--- config.mk ---
export PLATFORM = sky130hd
export DESIGN_NAME = pred_break_after
export DESIGN_NICKNAME = d
export VERILOG_FILES = /design/src/rtl/pbrk_pkg.sv /design/src/rtl/pbrk_scan.sv /design/src/rtl/pbrk_flags.sv /design/src/rtl/pbrk_hold.sv /design/src/rtl/pred_break_after.sv
export SDC_FILE = /design/constraint.sdc
export NUM_CORES = 1
export LEC_CHECK = 0
export BUFFER_PORTS_ARGS = -buffer_cell sky130_fd_sc_hd__buf_2
export CAP_MARGIN = 20
export CELL_PAD_IN_SITES_DETAIL_PLACEMENT = 0
export CELL_PAD_IN_SITES_GLOBAL_PLACEMENT = 2
export CORE_AREA = 2 2 82 84
export CTS_BUF_LIST = sky130_fd_sc_hd__clkbuf_4 sky130_fd_sc_hd__clkbuf_8
export CTS_CLUSTER_DIAMETER = 40
export DETAILED_ROUTE_END_ITERATION = 12
export DIE_AREA = 0 0 84 86
export HOLD_SLACK_MARGIN = 0.15
export PLACE_DENSITY_LB_ADDON = 0.1
export SYNTH_ARGS = -nofsm -noshare
export SYNTH_HDL_FRONTEND = slang
export SYNTH_HIERARCHICAL = 1
export SYNTH_SLANG_ARGS = --single-unit
--- constraint.sdc ---
create_clock -name clk -period 1.43 [get_ports clk]
set_input_delay 0 -clock clk [delete_from_list [all_inputs] [get_ports clk]]
set_output_delay 0 -clock clk [all_outputs]
set_load 0.05 [all_outputs]
--- src/rtl/pbrk_pkg.sv ---
package pbrk_pkg;
  localparam int FLAG_W = 4;
  localparam int FLAG_N = 3;
  localparam int FLAG_Z = 2;
  localparam int FLAG_C = 1;
  localparam int FLAG_V = 0;

  typedef struct packed {
    logic n;
    logic z;
    logic c;
    logic v;
  } pbrk_flags_t;
endpackage

--- src/rtl/pbrk_scan.sv ---
module pbrk_scan #(
  parameter int LANES = 16
) (
  input  logic [LANES-1:0] mask,
  input  logic [LANES-1:0] src,
  input  logic [LANES-1:0] old_pred,
  input  logic             merge_mode,
  output logic [LANES-1:0] result
);
  // Running break flag: only active lanes read or update it.
  always_comb begin
    logic broken;
    broken = 1'b0;
    result = '0;
    for (int i = 0; i < LANES; i++) begin
      if (mask[i]) begin
        result[i] = ~broken;
        broken    = broken | src[i];
      end else begin
        result[i] = merge_mode & old_pred[i];
      end
    end
  end
endmodule

--- src/rtl/pbrk_flags.sv ---
module pbrk_flags
  import pbrk_pkg::*;
#(
  parameter int LANES     = 16,
  parameter bit SET_FLAGS = 1'b1
) (
  input  logic [LANES-1:0] mask,
  input  logic [LANES-1:0] result,
  output pbrk_flags_t      flags
);
  generate
    if (SET_FLAGS) begin : g_flags
      always_comb begin
        logic seen;
        logic first_bit;
        logic last_bit;
        logic any_set;
        seen      = 1'b0;
        first_bit = 1'b0;
        last_bit  = 1'b0;
        any_set   = 1'b0;
        for (int i = 0; i < LANES; i++) begin
          if (mask[i]) begin
            if (!seen) first_bit = result[i];
            seen     = 1'b1;
            last_bit = result[i];
            any_set  = any_set | result[i];
          end
        end
        flags.n = first_bit;
        flags.z = ~any_set;
        flags.c = ~last_bit;
        flags.v = 1'b0;
      end
    end else begin : g_noflags
      assign flags = '0;
    end
  endgenerate
endmodule

--- src/rtl/pbrk_hold.sv ---
module pbrk_hold
  import pbrk_pkg::*;
#(
  parameter int LANES = 16
) (
  input  logic             clk,
  input  logic             rst_n,
  input  logic             in_valid,
  output logic             in_ready,
  input  logic [LANES-1:0] next_pred,
  input  pbrk_flags_t      next_flags,
  output logic             out_valid,
  input  logic             out_ready,
  output logic [LANES-1:0] out_pred,
  output pbrk_flags_t      out_flags
);
  logic take;

  assign in_ready = ~out_valid | out_ready;
  assign take     = in_valid & in_ready;

  always_ff @(posedge clk or negedge rst_n) begin
    if (!rst_n) begin
      out_valid <= 1'b0;
      out_pred  <= '0;
      out_flags <= '0;
    end else if (take) begin
      out_valid <= 1'b1;
      out_pred  <= next_pred;
      out_flags <= next_flags;
    end else if (out_ready) begin
      out_valid <= 1'b0;
    end
  end
endmodule

--- src/rtl/pred_break_after.sv ---
module pred_break_after
  import pbrk_pkg::*;
#(
  parameter int LANES     = 16,
  parameter bit SET_FLAGS = 1'b1
) (
  input  logic                clk,
  input  logic                rst_n,
  input  logic                in_valid,
  output logic                in_ready,
  input  logic [LANES-1:0]    mask,
  input  logic [LANES-1:0]    src,
  input  logic [LANES-1:0]    old_pred,
  input  logic                merge_mode,
  output logic                out_valid,
  input  logic                out_ready,
  output logic [LANES-1:0]    out_pred,
  output logic [FLAG_W-1:0]   out_flags
);
  localparam int BYTES = LANES / 8;

  logic [LANES-1:0] scan_res;
  pbrk_flags_t      scan_flags;
  pbrk_flags_t      held_flags;

  generate
    if (BYTES * 8 != LANES || BYTES == 0) begin : g_bad_lanes
      $error("LANES must be a nonzero multiple of 8");
    end
  endgenerate

  pbrk_scan #(.LANES(LANES)) u_scan (
    .mask       (mask),
    .src        (src),
    .old_pred   (old_pred),
    .merge_mode (merge_mode),
    .result     (scan_res)
  );

  pbrk_flags #(.LANES(LANES), .SET_FLAGS(SET_FLAGS)) u_flags (
    .mask   (mask),
    .result (scan_res),
    .flags  (scan_flags)
  );

  pbrk_hold #(.LANES(LANES)) u_hold (
    .clk        (clk),
    .rst_n      (rst_n),
    .in_valid   (in_valid),
    .in_ready   (in_ready),
    .next_pred  (scan_res),
    .next_flags (scan_flags),
    .out_valid  (out_valid),
    .out_ready  (out_ready),
    .out_pred   (out_pred),
    .out_flags  (held_flags)
  );

  assign out_flags = held_flags;
endmodule

## Yosys cells after proc, flatten, opt, wreduce, memory -nomap -nowiden

Cells that the tools add are included.

| word-level totals | value |
|---|---|
| register bits after elaboration | 20 |
| output and inout bits | 22 |
| input port bits | 53 |
| logic and storage cells | 180 |

| operators by class | value |
|---|---|
| bitwise gates (word level) | 65 |
| reduce and logical (&&, ||, !) cells | 1 |
| multiplexer cells | 109 |

Operator list:

| kind | count |
|---|---|
| 1-bit two-way mux | 109 |
| 1-bit bitwise OR | 30 |
| 1-bit inverter | 18 |
| 1-bit bitwise AND | 17 |
| 2-bit nonzero test | 1 |

## Depth between registers and ports, before layout

Gate-level depths: netlist (run 1).

| logic depth | value |
|---|---|
| depth after elaboration | 34 |
| mapped depth | 11 |
| depth with buffers taken out | 9 |

## Modules after synthesis

The synthesis (run 1) kept the hierarchy.

By module, submodules not included:

| module | cells an instance | sequential area each (sq um) | times used | area an instance (sq um) |
|---|---|---|---|---|
| pbrk_hold | 46 | 525.5 | 1 | 898.4 |
| pbrk_flags | 81 | 0.0 | 1 | 488.0 |
| pbrk_scan | 63 | 0.0 | 1 | 324.1 |

## Least setup slack after synthesis (run 1)

No wires, ideal clock.

| path | value |
|---|---|
| path type | in2reg |
| from | input port mask[1] |
| to | register, netlist name u_hold/out_flags[3] |
| data required time | 1,364 ps |
| stages | 9 |
| slack | -649 ps |
| setup time | 66 ps |
| path buffers | 1 |
| data arrival time | 2,013 ps |
| cell sequence | a222oi_1 > nand4_1 > o22ai_1 > inv_1 > a31oi_1 > a31oi_1 > o311ai_1 > buf_4 > mux2_4 |

| on the way | value |
|---|---|
| longest elaborated chain between the ends | 31 |
| elaborated cells between the ends (all ways) | 100 |
| those cells by class | 73 x mux; 27 x bitwise |

RTL lines:

| what | RTL line | RTL |
|---|---|---|
| start: declaration | pred_break_after.sv:11 | `input logic [LANES-1:0] mask,` |
| 1-bit two-way mux * | pbrk_scan.sv:16 | `if (mask[i]) begin` |
| 1-bit bitwise OR | pbrk_scan.sv:18 | `broken = broken \| src[i];` |
| 1-bit two-way mux * | pbrk_scan.sv:16 |  |
| 1-bit bitwise OR | pbrk_scan.sv:18 |  |
| 1-bit two-way mux * | pbrk_scan.sv:16 |  |
| 1-bit bitwise OR | pbrk_scan.sv:18 |  |
| 1-bit two-way mux * | pbrk_scan.sv:16 |  |
| 1-bit bitwise OR | pbrk_scan.sv:18 |  |
| (+17 left out) | n/a |  |
| 1-bit bitwise OR | pbrk_scan.sv:18 |  |
| 1-bit two-way mux * | pbrk_scan.sv:16 |  |
| 1-bit inverter * | pbrk_scan.sv:17 | `result[i] = ~broken;` |
| 1-bit two-way mux * | pbrk_scan.sv:16 |  |
| named net scan_res[15] | pred_break_after.sv:22 | `logic [LANES-1:0] scan_res;` |
| 1-bit two-way mux * | pbrk_flags.sv:24 | `if (!seen) first_bit = result[i];` |
| 1-bit two-way mux * | pbrk_flags.sv:23 | `if (mask[i]) begin` |
| named net u_flags.g_flags.$1.first_bit | pbrk_flags.sv:15 | `logic first_bit;` |

Mark *: on every way through the listed nets, which the timed path passes. The rest lies on a longest branch.
A chain may end at the register's enable or synchronous reset.

==> results of run 1 <==
==> cell type report <==
cell class,instances,area (µm²)
Sequential cell,21,527
Timing Repair Buffer,139,886
Multi-Input combinational cell,153,1230
Fill cell,671,3450
Tap cell,77,96.3
Clock buffer,4,48.8
Inverter,9,33.8
==> registers in the layout, summed over array words and instances (netlist names) <==
signal and count:
u_hold/out_pred 16, u_hold/out_flags 4, u_hold/out_valid 1
==> synth_stat cells, types with 3 or more instances <==
cell type	number	area [µm²]
a21oi_1	7	35.0
a222oi_1	4	40.0
a22oi_1	5	37.5
a31oi_1	3	18.8
clkbuf_1	3	11.3
dfrtp_1	21	526
inv_1	9	33.8
mux2_4	20	300
mux2i_1	3	30.0
nand2_1	41	154
nand3_1	8	40.0
nand4_1	6	37.5
nor2_1	3	11.3
nor3_1	5	25.0
o211ai_1	3	22.5
o21ai_0	14	70.1
o22ai_1	6	37.5
==> routing by layer <==
layer	GRT usage (%)	vias up	wire, µm
li1	-	992	-
met1	22.3	881	2670
met2	23.9	53	2380
met3	1.35	6	216
met4	3.67	0	68
met5	0	-	0
==> what timing repair did <==
| action | in CTS | in global routing |
|---|---|---|
| resized for setup | 31 | 4 |
| pin swaps | 14 | 8 |
| endpoints found under the hold margin | 22 | 0 |
| buffers inserted | 4 | 0 |
| hold buffers | 2 | 0 |
| setup endpoints to repair | 3 | 3 |
==> cell usage in the layout, fill, tap and decap left out, types with 2 or more instances in the layout <==
master | synthesis | routed
buf_2 | 0 | 71
buf_4 | 2 | 62
nand2_1 | 41 | 40
mux2_4 | 20 | 20
dfrtp_1 | 21 | 20
inv_1 | 9 | 8
nand3_1 | 8 | 7
a21oi_1 | 7 | 7
o21ai_0 | 14 | 7
nand4_1 | 6 | 6
a22oi_1 | 5 | 5
buf_6 | 0 | 4
nor3_1 | 5 | 4
o21ai_1 | 0 | 4
a222oi_1 | 4 | 4
clkbuf_8 | 0 | 3
o211ai_1 | 3 | 3
nor2_1 | 3 | 3
o22ai_4 | 0 | 3
o22ai_2 | 0 | 3
o21ai_2 | 0 | 3
dlygate4sd3_1 | 0 | 2
nand2b_1 | 2 | 2
nand3b_1 | 2 | 2
or2b_1 | 2 | 2
==> kinds of logic after synthesis <==
| group | synth area share (%) |
|---|---|
| and+or+nand+nor | 22.2 |
| AOI/OAI and AO/OA | 21.7 |
| muxes | 19.3 |
| DFF | 30.7 |
| buffers and inverters | 5.85 |
| other | 0.219 |
==> power groups by stage <==
stage	logic, W	registers (W)	clock network (W)
3_3_place_gp	0.00101	0.000730	0
6_report	0.00107	0.000720	0.000385
2_1_floorplan	0.000339	0.00101	0
3_5_place_dp	0.00101	0.000732	0
4_1_cts	0.00107	0.000722	0.000406
5_1_grt	0.00115	0.000731	0.000429
==> worst max-delay path, cell delays in order <==
cell and delay, ns:
buf_6 0.09, a222oi_1 0.36, buf_4 0.21, nand3_4 0.12
o22ai_4 0.21, nand2_1 0.09, o211ai_1 0.17, a22oi_1 0.09
nor3_1 0.22, o32ai_1 0.10, mux2_4 0.26
==> worst max path at each step <==
stage,from,endpoint,cells past startpoint
final,src[1],u_hold/out_flags[1]$_DFFE_PN0P_,11
after global routing,src[1],u_hold/out_flags[1]$_DFFE_PN0P_,11
after CTS,mask[1],u_hold/out_flags[2]$_DFFE_PN0P_,12
after detailed placement,src[1],u_hold/out_flags[1]$_DFFE_PN0P_,12
after global placement,src[1],u_hold/out_flags[1]$_DFFE_PN0P_,11
after floorplan,src[1],u_hold/out_flags[1]$_DFFE_PN0P_,9
==> metrics by stage <==
stage / util [%] / setup TNS, ns / cell area [µm²] / total power [W] / hold slack, ns
2_1_floorplan: - / -1.66 / 1720 / 0.00135 / -0.296
3_3_place_gp: 40.9 / -2.92 / 2570 / 0.00174 / -0.0255
3_5_place_dp: 40.9 / -2.65 / 2570 / 0.00174 / -0.0193
4_1_cts: 44.7 / -0.929 / 2800 / 0.00220 / 0.164
5_1_grt: 45.0 / -1.34 / 2830 / 0.00231 / 0.171
6_report: 45.0 / -0.950 / 2830 / 0.00218 / 0.166
==> impl_results.md, run 1 <==
- Hold Crit Class: primary input to register
- Psw: 0.000840 W
- Non-filler instance count after layout: 403
- # rows: 29
- Die H: 86 µm
- Post-synth ARST share: 100%
- Worst Path Class, Setup: primary input to register
- Vias: 1,932
- Routed Antenna Nets: 0
- Clock Tree Root: clkbuf_8
- Final clock skew: 0.00125 ns
- Syn nets: 243
- Nets: 380
- Critical Path AT: 1.93 ns
- Max Transition Viols Final: 0
- Hold path endpoint: u_hold/out_valid$_DFFE_PN0P_
- Max cap viols: 0
- Post-synth top flop: dfrtp_1
- Failing checks: negative setup slack
- Initial antenna violation count: 0
- Combinational power share: 49.2%
- DRC viols: 0
- Clock power frac: 17.7%
- TritonRoute pass-1 iters: 4
- Hold Path Depth: 3
- Global-route wire length before repair: 9040 µm
- R2R cell count: 3
- Skew-Pair Late Insertion Delay: 0.25 ns
- Port bufs: 73
- Via/cell ratio: 4.79
- Worst vdd ir: 0.614 mV
- Avg Cell Area, Syn: 9.00 µm²
- Largest net degree at the start of global routing: 22
- Outcome: finished, violations left
- Net Sw Frac: 38.6%
- IO Pins: 75
- CTS sink cnt: 21
- Worst endpoint required time: 1.57 ns
- Crit Path Max Fanout: 4
- Placer Congestion: 0.759
- P_int: 0.00134 W
- Worst-case clock buffer depth: 2
- Total Routing Usage GR: 15.1%
- Hold wc startpoint: out_ready
- Antenna Cells: 0
- Count of different cell masters after synthesis: 40
- DRT iter0 DRCs: 80
- Gr ovfl total: 0
- Vias in the first global route: 1,939
- DP Wirelength: 4490 µm
- DIE AREA: 0.00722 mm²
- Number of enable flip-flop cells after synthesis: 0
- Power density cells: 770 mW/mm²
- Placed insts: 393
- FF+latch count, synth: 21
- CTS H-tree depth: 1
- Place WS: -0.739 ns
- Final Hold Fails: 0
- Min cycle time layout: 1.79 ns
- FF-to-FF setup slack: 0.21 ns
- Reg2Reg Launch Point: u_hold/out_valid$_DFFE_PN0P_
- Layout cells sized above 1: 57.4%
- RR Endpoint: u_hold/out_pred[1]$_DFFE_PN0P_
- Initial Util: 27.2%
- Clock transition at path regs: 0.07 ns
- Final wirelength: 5330 µm
- CP Launch Type: primary input
- PnR worst setup slack: -0.357 ns
- Chip width: 84 µm
- Final Setup Violations: 3
- Yosys synthesis warning count: 6
- LEAKAGE: 1.40 nW
- Crit share post-route: 125%
- RSZ-0062 raised after global routing: yes
- Worst setup EP type: register
- Drt wl/cell: 13.2 µm
- TritonCTS clock tree: done
- Num CTS Buffers: 3
- Reg power frac: 33.1%
- Post-synthesis sequential area ratio: 30.7%
- Mapped Area: 0.00171 mm²
- Core Area: 0.00628 mm²
- Achievable Freq: 560 MHz
- Area Growth Syn to Fin: 65.2%
- Post-Syn Instances: 190
Power figures use the tool's default switching activity.
==> run 2: changes to the inputs <==
--- a/config.mk
+++ b/config.mk
@@ -5,7 +5,7 @@
 export SDC_FILE = /design/constraint.sdc
 export NUM_CORES = 1
 export LEC_CHECK = 0
-export BUFFER_PORTS_ARGS = -buffer_cell sky130_fd_sc_hd__buf_2
+export BUFFER_PORTS_ARGS = -buffer_cell sky130_fd_sc_hd__clkbuf_2
 export CAP_MARGIN = 20
 export CELL_PAD_IN_SITES_DETAIL_PLACEMENT = 0
 export CELL_PAD_IN_SITES_GLOBAL_PLACEMENT = 2
==> run 2 against run 1 <==
Against the previous run: the flow still finishes with violations (negative setup slack); first-iteration DRC count shrank 25%; fmax grew 1.3%; clock skew is essentially flat; clock power is essentially flat; power grew 1.4%; critical endpoint is now u_hold/out_flags[3]$_DFFE_PN0P_; sequential power is essentially flat.
==> impl_results.md, run 2 (synthesis gave the netlist of run 1 again) <==
- CP Launch Type: primary input
- Placer Congestion: 0.802 (+5.7%)
- Most common cell after layout, fill and taps aside: clkbuf_2
- CTS H-tree depth: 1 (unchanged)
- Core Area: 0.00628 mm² (unchanged)
- Chip width: 84 µm (unchanged)
- DP Area: 0.00259 mm² (+0.88%)
- Area Growth Syn to Fin: 70.3%
- Worst endpoint required time: 1.63 ns (+0.06 ns)
- Final clock skew: 0.000848 ns (-0.000402 ns)
- Worst hold slack: 0.144 ns (-0.0224 ns)
- Nets: 388 (+2.1%)
- Worst vdd ir: 0.704 mV (+15%)
- # rows: 29 (unchanged)
- Total Routing Usage GR: 14.5% (-0.63 points)
- Max cap viols: 0 (unchanged)
- Vias: 1,933 (+0.052%)
- Hold Crit Class: primary input to register
- Critical Path AT: 1.96 ns (+0.03 ns)
- Final Setup Violations: 3 (unchanged)
- Via/cell ratio: 4.70 (-1.9%)
- DIE AREA: 0.00722 mm² (unchanged)
- Outcome: finished, violations left
- Fill cell count: 639 (-4.8%)
- Non-filler instance count after layout: 411 (+2.0%)
- Layout cells sized above 1: 60.2% (+2.8 points)
- Drt wl/cell: 13.0 µm (-1.6%)
- Worst Path Class, Setup: primary input to register
- Top reg by flops: u_hold/out_pred
- Crit share post-route: 123% (-1.6 points)
- Clock Tree Root: clkbuf_8
- Place WS: -0.714 ns (+0.0249 ns)
- Placed insts: 396 (+0.76%)
- Num CTS Buffers: 3 (unchanged)
- DRC viols: 0 (unchanged)
- Max Transition Viols Final: 0 (unchanged)
- Min cycle time layout: 1.76 ns (-0.0225 ns)
- DRT iter0 DRCs: 60 (-25%)
- Sum Neg Setup Slack: -0.919 ns (+0.0316 ns)
- Skew-Pair Late Insertion Delay: 0.25 ns (about the same)
- Failing checks: negative setup slack
- Achievable Freq: 567 MHz (+1.3%)
- Largest net degree at the start of global routing: 22 (unchanged)
- Gr ovfl total: 0 (unchanged)
- Commonest cells after routing, fill and taps aside: clkbuf_2 (71), buf_4 (70), nand2_1 (38), mux2_4 (20), dfrtp_1 (20)
- TritonCTS clock tree: done
- Max reg flops: 16 (unchanged)
- Crit Path Max Fanout: 4 (unchanged)
- RSZ-0062 raised after global routing: yes
- Largest registers: u_hold/out_pred: 16 flops, u_hold/out_flags: 4 flops, u_hold/out_valid: 1 flops
- Die H: 86 µm (unchanged)
- Initial Util: 27.2% (unchanged)
- Clock transition at path regs: 0.07 ns (about the same)
- CTS sink cnt: 21 (unchanged)
- Vias in the first global route: 1,931 (-0.41%)
- IO Pins: 75 (unchanged)
- PnR worst setup slack: -0.335 ns (+0.0225 ns)
- Worst-case clock buffer depth: 2 (unchanged)
- TritonRoute pass-1 iters: 4 (unchanged)
- Routed Antenna Nets: 0 (unchanged)
- Finished Cell Area: 0.00291 mm² (+3.1%)
- Final Hold Fails: 0 (unchanged)
- Worst setup EP type: register
- Final wirelength: 5350 µm (+0.36%)
- Antenna Cells: 0 (unchanged)
- Power density cells: 757 mW/mm² (-1.7%)
- Initial antenna violation count: 0 (unchanged)
- Global-route wire length before repair: 8740 µm (-3.3%)
- LEAKAGE: 1.45 nW (+3.4%)
- DP Wirelength: 4430 µm (-1.5%)
- Port bufs: 73 (unchanged)
==> run 2: timing repair <==
item	CTS	global route
hold buffers	3	0
setup endpoints to repair	3	4
setup buffers	3	6
gates cloned	0	0
hold endpoints to repair	22	0
resized for setup	23	20
pin swaps	6	13
==> run 2: critical path: stages <==
cell and delay [ns]:
buf_6 0.09, a222oi_1 0.32, buf_4 0.21, buf_4 0.13, nand4_1 0.10, o21ai_2 0.15
nand3b_1 0.13, a221oi_2 0.26, a221o_2 0.15, o21ai_0 0.10, o311ai_1 0.12, mux2_4 0.20
==> run 2: where the power goes <==
| group | total (W) | leakage (nW) | switching [W] | internal, W |
|---|---|---|---|---|
| Clock | 0.000386 | 0.0262 | 0.000169 | 0.000217 |
| Sequential | 0.000723 | 0.264 | 0.0000490 | 0.000674 |
| Combinational | 0.00110 | 1.16 | 0.000636 | 0.000461 |
==> run 2: stage by stage <==
| step | util [%] | total power, W |
|---|---|---|
| final | 46.4 | 0.00221 |
| after global routing | 46.4 | 0.00234 |
| after CTS | 44.5 | 0.00219 |
| after detailed placement | 41.3 | 0.00175 |
| after global placement | 41.3 | 0.00175 |
| after floorplan | - | 0.00135 |
==> run 2: area by class of cell <==
cell class                 count  area [µm²]  area share, %
tap                           77        96.3           3.31
timing repair buffer         147         946           32.5
clock buffer                   4        48.8           1.68
multi-input combinational    153        1260           43.3
sequential                    21         527           18.1
inverter                       9        33.8           1.16
==> run 2: final timing paths <==
kind	from	endpoint	slack (ns)	cells past startpoint
worst min-delay path	out_ready	u_hold/out_valid$_DFFE_PN0P_	0.14	3
max in group asynchronous	rst_n	u_hold/out_valid$_DFFE_PN0P_	0.83	2
worst min register to register	u_hold/out_pred[0]$_DFFE_PN0P_	u_hold/out_pred[0]$_DFFE_PN0P_	0.51	1
worst max register to register	u_hold/out_valid$_DFFE_PN0P_	u_hold/out_pred[8]$_DFFE_PN0P_	0.22	3
min in group asynchronous	rst_n	u_hold/out_pred[5]$_DFFE_PN0P_	0.24	2
worst max-delay path	src[1]	u_hold/out_flags[3]$_DFFE_PN0P_	-0.33	12
==> run 2: routing by layer <==
layer	up-vias	wire length, µm	GRT usage, %
met5	-	0	0
met1	874	2720	20.8
li1	1007	-	-
met4	0	52	3.96
met3	5	224	1.64
met2	47	2350	23.2
